===== config.mk =====
export PLATFORM = sky130hd
export DESIGN_NAME = sc3_arith_unit
export DESIGN_NICKNAME = d
export VERILOG_FILES = /design/src/rtl/sc3_pkg.sv /design/src/rtl/mod3_residue.sv /design/src/rtl/sc3_datapath.sv /design/src/rtl/sc3_residue_check.sv /design/src/rtl/sc3_arith_unit.sv
export SDC_FILE = /design/constraint.sdc
export NUM_CORES = 2
export LEC_CHECK = 0
export BUFFER_PORTS_ARGS = -buffer_cell sky130_fd_sc_hd__buf_4
export CAP_MARGIN = 20
export CORE_MARGIN = 4
export CORE_UTILIZATION = 55
export DETAILED_ROUTE_END_ITERATION = 6
export GPL_TIMING_DRIVEN = 0
export PLACE_DENSITY = 0.79
export SYNTH_ARGS = -nofsm -noshare
export SYNTH_HDL_FRONTEND = slang
export SYNTH_HIERARCHICAL = 1
export SYNTH_SLANG_ARGS = --single-unit

===== constraint.sdc =====
create_clock -name clk -period 19.07 [get_ports clk]
set_input_delay 0.9535 -clock clk [delete_from_list [all_inputs] [get_ports clk]]
set_output_delay 0.9535 -clock clk [all_outputs]
set_load 0.01 [all_outputs]

===== src/rtl/sc3_pkg.sv =====
package sc3_pkg;

    typedef enum logic {
        OP_ADD = 1'b0,
        OP_MUL = 1'b1
    } arith_op_e;

    typedef enum logic {
        ST_IDLE = 1'b0,
        ST_EMIT = 1'b1
    } seq_state_e;

    // Reduce a small nonnegative value to its residue mod 3 by repeatedly
    // summing its 2-bit groups (each group has weight 4^k == 1 mod 3).
    function automatic logic [1:0] fold_mod3(input logic [15:0] v);
        logic [15:0] t;
        logic [15:0] s;
        t = v;
        for (int it = 0; it < 4; it++) begin
            s = '0;
            for (int k = 0; k < 8; k++) begin
                s = s + 16'(t[2*k +: 2]);
            end
            t = s;
        end
        return (t[1:0] == 2'd3) ? 2'd0 : t[1:0];
    endfunction

    function automatic logic [1:0] add_mod3(input logic [1:0] x, input logic [1:0] y);
        logic [2:0] s;
        s = {1'b0, x} + {1'b0, y};
        return (s >= 3'd3) ? 2'(s - 3'd3) : s[1:0];
    endfunction

    function automatic logic [1:0] mul_mod3(input logic [1:0] x, input logic [1:0] y);
        logic [3:0] p;
        p = {2'b00, x} * {2'b00, y};
        // Residues are 0..2, so the product is one of 0, 1, 2 or 4.
        return (p == 4'd4) ? 2'd1 : p[1:0];
    endfunction

endpackage


===== src/rtl/mod3_residue.sv =====
module mod3_residue #(
    parameter int W = 32
) (
    input  logic [W-1:0] x_i,
    output logic [1:0]   r_o
);
    localparam int NP = (W + 1) / 2;
    localparam int SW = $clog2(3 * NP + 1);

    logic [2*NP-1:0] padded;
    logic [1:0]      pair [NP];
    logic [SW-1:0]   pair_sum;

    assign padded = (2*NP)'(x_i);

    for (genvar k = 0; k < NP; k++) begin : g_pair
        assign pair[k] = padded[2*k +: 2];
    end

    always_comb begin
        pair_sum = '0;
        for (int k = 0; k < NP; k++) begin
            pair_sum = pair_sum + SW'(pair[k]);
        end
    end

    assign r_o = sc3_pkg::fold_mod3(16'(pair_sum));

endmodule


===== src/rtl/sc3_datapath.sv =====
module sc3_datapath
    import sc3_pkg::*;
#(
    parameter int W = 32
) (
    input  arith_op_e        op_i,
    input  logic [W-1:0]     a_i,
    input  logic [W-1:0]     b_i,
    input  logic [W-1:0]     fa_sa0_i,
    input  logic [W-1:0]     fa_sa1_i,
    input  logic [W-1:0]     fb_sa0_i,
    input  logic [W-1:0]     fb_sa1_i,
    input  logic [2*W-1:0]   fr_sa0_i,
    input  logic [2*W-1:0]   fr_sa1_i,
    output logic [2*W-1:0]   res_o
);
    localparam int RW = 2 * W;

    logic [W-1:0]  a_dp;
    logic [W-1:0]  b_dp;
    logic [W:0]    sum_w;
    logic [RW-1:0] prod_w;
    logic [RW-1:0] raw_w;

    // Stuck-at-1 overrides stuck-at-0 where both are set.
    assign a_dp   = (a_i & ~fa_sa0_i) | fa_sa1_i;
    assign b_dp   = (b_i & ~fb_sa0_i) | fb_sa1_i;

    assign sum_w  = {1'b0, a_dp} + {1'b0, b_dp};
    assign prod_w = {{W{1'b0}}, a_dp} * {{W{1'b0}}, b_dp};

    always_comb begin
        unique case (op_i)
            OP_ADD: raw_w = {{(W-1){1'b0}}, sum_w};
            OP_MUL: raw_w = prod_w;
        endcase
    end

    assign res_o = (raw_w & ~fr_sa0_i) | fr_sa1_i;

endmodule


===== src/rtl/sc3_residue_check.sv =====
module sc3_residue_check
    import sc3_pkg::*;
#(
    parameter int W = 32
) (
    input  arith_op_e      op_i,
    input  logic [W-1:0]   a_i,
    input  logic [W-1:0]   b_i,
    input  logic [2*W-1:0] res_i,
    output logic           mismatch_o
);
    logic [1:0] ra;
    logic [1:0] rb;
    logic [1:0] rr;
    logic [1:0] r_pred;

    mod3_residue #(.W(W))   u_res_a (.x_i(a_i),   .r_o(ra));
    mod3_residue #(.W(W))   u_res_b (.x_i(b_i),   .r_o(rb));
    mod3_residue #(.W(2*W)) u_res_r (.x_i(res_i), .r_o(rr));

    always_comb begin
        unique case (op_i)
            OP_ADD: r_pred = add_mod3(ra, rb);
            OP_MUL: r_pred = mul_mod3(ra, rb);
        endcase
    end

    assign mismatch_o = (r_pred != rr);

endmodule


===== src/rtl/sc3_arith_unit.sv =====
module sc3_arith_unit
    import sc3_pkg::*;
#(
    parameter int W = 32
) (
    input  logic             clk,
    input  logic             rst_n,
    input  logic             in_valid_i,
    input  logic             op_i,
    input  logic [W-1:0]     a_i,
    input  logic [W-1:0]     b_i,
    input  logic [W-1:0]     fa_sa0_i,
    input  logic [W-1:0]     fa_sa1_i,
    input  logic [W-1:0]     fb_sa0_i,
    input  logic [W-1:0]     fb_sa1_i,
    input  logic [2*W-1:0]   fr_sa0_i,
    input  logic [2*W-1:0]   fr_sa1_i,
    output logic [2*W-1:0]   res_o,
    output logic             err_o,
    output logic             res_valid_o
);
    localparam int RW = 2 * W;

    seq_state_e  state_q;
    seq_state_e  state_d;
    arith_op_e   op_q;
    logic [W-1:0] a_q;
    logic [W-1:0] b_q;
    logic [RW-1:0] dp_res;
    logic          mismatch;

    // State register
    always_ff @(posedge clk or negedge rst_n) begin
        if (!rst_n) begin
            state_q <= ST_IDLE;
        end else begin
            state_q <= state_d;
        end
    end

    // Transitions: ACCEPT, STREAM, DRAIN, WAIT
    always_comb begin
        state_d = state_q;
        unique case (state_q)
            ST_IDLE: state_d = in_valid_i ? ST_EMIT : ST_IDLE;
            ST_EMIT: state_d = in_valid_i ? ST_EMIT : ST_IDLE;
        endcase
    end

    // Operand capture
    always_ff @(posedge clk or negedge rst_n) begin
        if (!rst_n) begin
            op_q <= OP_ADD;
            a_q  <= '0;
            b_q  <= '0;
        end else if (in_valid_i) begin
            op_q <= arith_op_e'(op_i);
            a_q  <= a_i;
            b_q  <= b_i;
        end
    end

    sc3_datapath #(.W(W)) u_dp (
        .op_i     (op_q),
        .a_i      (a_q),
        .b_i      (b_q),
        .fa_sa0_i (fa_sa0_i),
        .fa_sa1_i (fa_sa1_i),
        .fb_sa0_i (fb_sa0_i),
        .fb_sa1_i (fb_sa1_i),
        .fr_sa0_i (fr_sa0_i),
        .fr_sa1_i (fr_sa1_i),
        .res_o    (dp_res)
    );

    // The checker sees the clean captured operands, never the masked copies.
    sc3_residue_check #(.W(W)) u_chk (
        .op_i       (op_q),
        .a_i        (a_q),
        .b_i        (b_q),
        .res_i      (dp_res),
        .mismatch_o (mismatch)
    );

    // Outputs
    always_comb begin
        res_o       = dp_res;
        res_valid_o = 1'b0;
        err_o       = 1'b0;
        unique case (state_q)
            ST_IDLE: begin
                res_valid_o = 1'b0;
                err_o       = 1'b0;
            end
            ST_EMIT: begin
                res_valid_o = 1'b1;
                err_o       = mismatch;
            end
        endcase
    end

    p_valid_follows_r2: assert property (@(posedge clk) disable iff (!rst_n)
        in_valid_i |=> res_valid_o);

    p_valid_drops_r11: assert property (@(posedge clk) disable iff (!rst_n)
        !in_valid_i |=> !res_valid_o);

    p_err_gated_r10: assert property (@(posedge clk) disable iff (!rst_n)
        !res_valid_o |-> !err_o);

    p_clean_quiet_r5: assert property (@(posedge clk) disable iff (!rst_n)
        (res_valid_o && ((fa_sa0_i | fa_sa1_i | fb_sa0_i | fb_sa1_i) == '0)
                     && ((fr_sa0_i | fr_sa1_i) == '0)) |-> !err_o);

    p_add_high_clear_r3: assert property (@(posedge clk) disable iff (!rst_n)
        (res_valid_o && op_q == OP_ADD && ((fr_sa0_i | fr_sa1_i) == '0))
            |-> (res_o[RW-1:W+1] == '0));

    p_mul_blind_r8: assert property (@(posedge clk) disable iff (!rst_n)
        (res_valid_o && op_q == OP_MUL && (b_q % 3) == 0
                     && ((fb_sa0_i | fb_sa1_i) == '0)
                     && ((fr_sa0_i | fr_sa1_i) == '0)) |-> !err_o);

endmodule


==> impl_metrics.tcl <==
set metrics [dict create \
    arrival_ps 17720 \
    synth_seq_area_share_pct 3.87 \
    setup-tns-final_ps 0 \
    synth_fa_ha_area_share_pct 58.4 \
    place_congestion 1.14 \
    start_util_pct 55.9 \
    syn_avg_cell_area_um2 8.73 \
    routedWlPerCell_um 27.1 \
    cts_tree "yes" \
    io_pins 390 \
    path_class "input port to output pin" \
    synth-xor-area-share_pct 1.60 \
    clk_pin_slew_ps 60 \
    portBuffers 389 \
    synthSimpleGateAreaFrac_pct 13.4 \
    cts_root_buffer "clkbuf_16" \
    cts_buffers 9 \
    overflow 0 \
    synth_top_area_share_pct 47.7 \
    grt_max_degree 67 \
    ant_nets 0 \
    fin_area_mm2 0.0482 \
    synth_edf_count 0 \
    crit_slowest_cell "clkbuf_1" \
    finalCritPeriodShare_pct 97.9 \
    dp_hpwl_um 145000 \
    path_delay_family "adder cells" \
    first_iter_violations 4083 \
    slowest_delay_ps 790 \
    insertion_delay_ps 350 \
    clkSinkCount 66 \
    htree_levels 3 \
    syn_to_final_growth_pct 13.1 \
    hold_class "flip-flop to flip-flop" \
    max_slew_margin_pct 19.8 \
    synth_top_family_by_area "adder cells" \
    yosysWarnings 6 \
    yosysMostFrequentCell "inv_1" \
    setup_ws_ps 394 \
    die_x_um 286 \
    worstMarginPinSlew_ps 1200 \
    synth_cells 4881 \
    worst_setup_path_start_kind "input port" \
    synth-compound-area-share_pct 7.74 \
    startpoint "fa_sa0_i[19]" \
    synth.mux.area_fraction_pct 2.37 \
    fmax_ghz 0.0535 \
    synth_top_cell_by_area "fa_1" \
    synthTopCellsByCount "1168 x inv_1, 1016 x fa_1, 655 x nor2_1" \
    vias 38500 \
    final-max-slew-violation-count 0 \
    die_h_um 286 \
    ys_ff_latch 66 \
    place_inst 6325 \
    grt.total_usage_pct 42.3 \
    n_fill_cell 6529 \
    postSynth.asyncResetShare_pct 100 \
    cts_buffer_depth 2 \
    die-area_mm2 0.0820 \
    netlist-cell-type-count 94 \
    setup_viol 0 \
    antenna_found_initial 14 \
    skew_ps 0 \
    pre_cts_slack_ps -844 \
    violations "DRC" \
    grt_pass1_vias 40600 \
    finalWirelength_um 173000 \
    syn-num-nets 6586 \
    synthTopCellsByArea "fa_1 48%, ha_1 11%, inv_1 10%" \
    dpl_cell_area_mm2 0.0472 \
    drc 2 \
    status "complete, but fails checks" \
    final_nets 7037 \
    fin_cells 6378 \
    critPathBufInv 13 \
    avgViaCountPerCell 6.04 \
    grt_pass1_wl_um 253000 \
    critPathCaptureType "output pin" \
    drv_cap 0 \
    path_common_cell "fa_1" \
    synth_area_mm2 0.0426 \
    cp_max_fo 10 \
    regToRegStartpoint "op_q" \
    rows 101 \
    final_layout_size_suffix_gt1_share_pct 13.9 \
    period_needed_ps 18680 \
    worstHoldStart "a_q[8]" \
    synth-main-ff-cell "dfrtp_1" \
    core-area_mm2 0.0763 \
    first_pass_iters 7 \
    required_ps 18120 \
    report.final.hold_viol_count 0 \
]
## per-stage QoR
step / utilization [%] / hold WS, ps
detailed placement: 61.8 / 534
global placement: 61.4 / 526
global route: 63.1 / 573
floorplan: - / 504
finish: 63.2 / 549
CTS: 62.3 / 548
## flip-flops by register name (all words and copies together) (netlist names)
register  cells
a_q          32
b_q          32
op_q          1
state_q       1
## cell families (layout without fill, tap and decap cells)
| group | Yosys count | count (layout) |
|---|---|---|
| multiplexers | 74 | 74 |
| XOR/XNOR | 78 | 78 |
| adder cells (fa/ha/maj) | 1381 | 1381 |
| buffers and inverters | 1402 | 1858 |
| flip-flops | 66 | 66 |
| other | 0 | 11 |
| AND/OR/NAND/NOR | 1374 | 1374 |
| AO/OA/AOI/OAI | 506 | 506 |
## cell usage in the layout, fill, tap and decap left out, drive strengths merged, types with 66 or more instances in the layout
| cell type | instances |
|---|---|
| inv | 1174 |
| fa | 1016 |
| nor2 | 656 |
| buf | 501 |
| nand2 | 500 |
| ha | 365 |
| a21oi | 182 |
| clkbuf | 151 |
| o21ai | 90 |
| dfrtp | 66 |
## cell type report
type	count	area, um2	area share [%]
multi-input cells	3413	36000	74.6
repair buffers	446	3490	7.24
inverters	1200	4570	9.48
well taps	1030	1290	2.67
clock buffers	11	233	0.483
diodes	11	27.5	0.0571
flip-flops and latches	66	1650	3.43
plain buffers	196	942	1.95
clock inverters	5	31.3	0.0649
## per-layer routing
metal | global-route usage, % | share of wire [%]
met5 | 0 | 0.051
met4 | 32.0 | 10
met3 | 18.6 | 16
met2 | 62.0 | 42
met1 | 49.0 | 32
## repair_timing
item,4_1_cts,5_1_grt
pin swaps,0,3
hold endpoints to repair,0,0
setup endpoints to repair,1,1
hold buffers,0,0
resized for setup,26,246
buffers inserted,0,25
## path summary, 6_finish.rpt
path	end	slack, ps	cells after the start
setup / recovery	err_o	390	55
hold reg to reg	a_q[8]	550	1
setup reg to reg	op_q	17930	1
hold / removal	a_q[8]	550	1
min in group asynchronous	op_q	710	1
max in group asynchronous	b_q[26]	17790	1
Power is left out: the tool's default activity adds up to more than one toggle a clock period on the data nets, which glitch-free logic cannot reach.
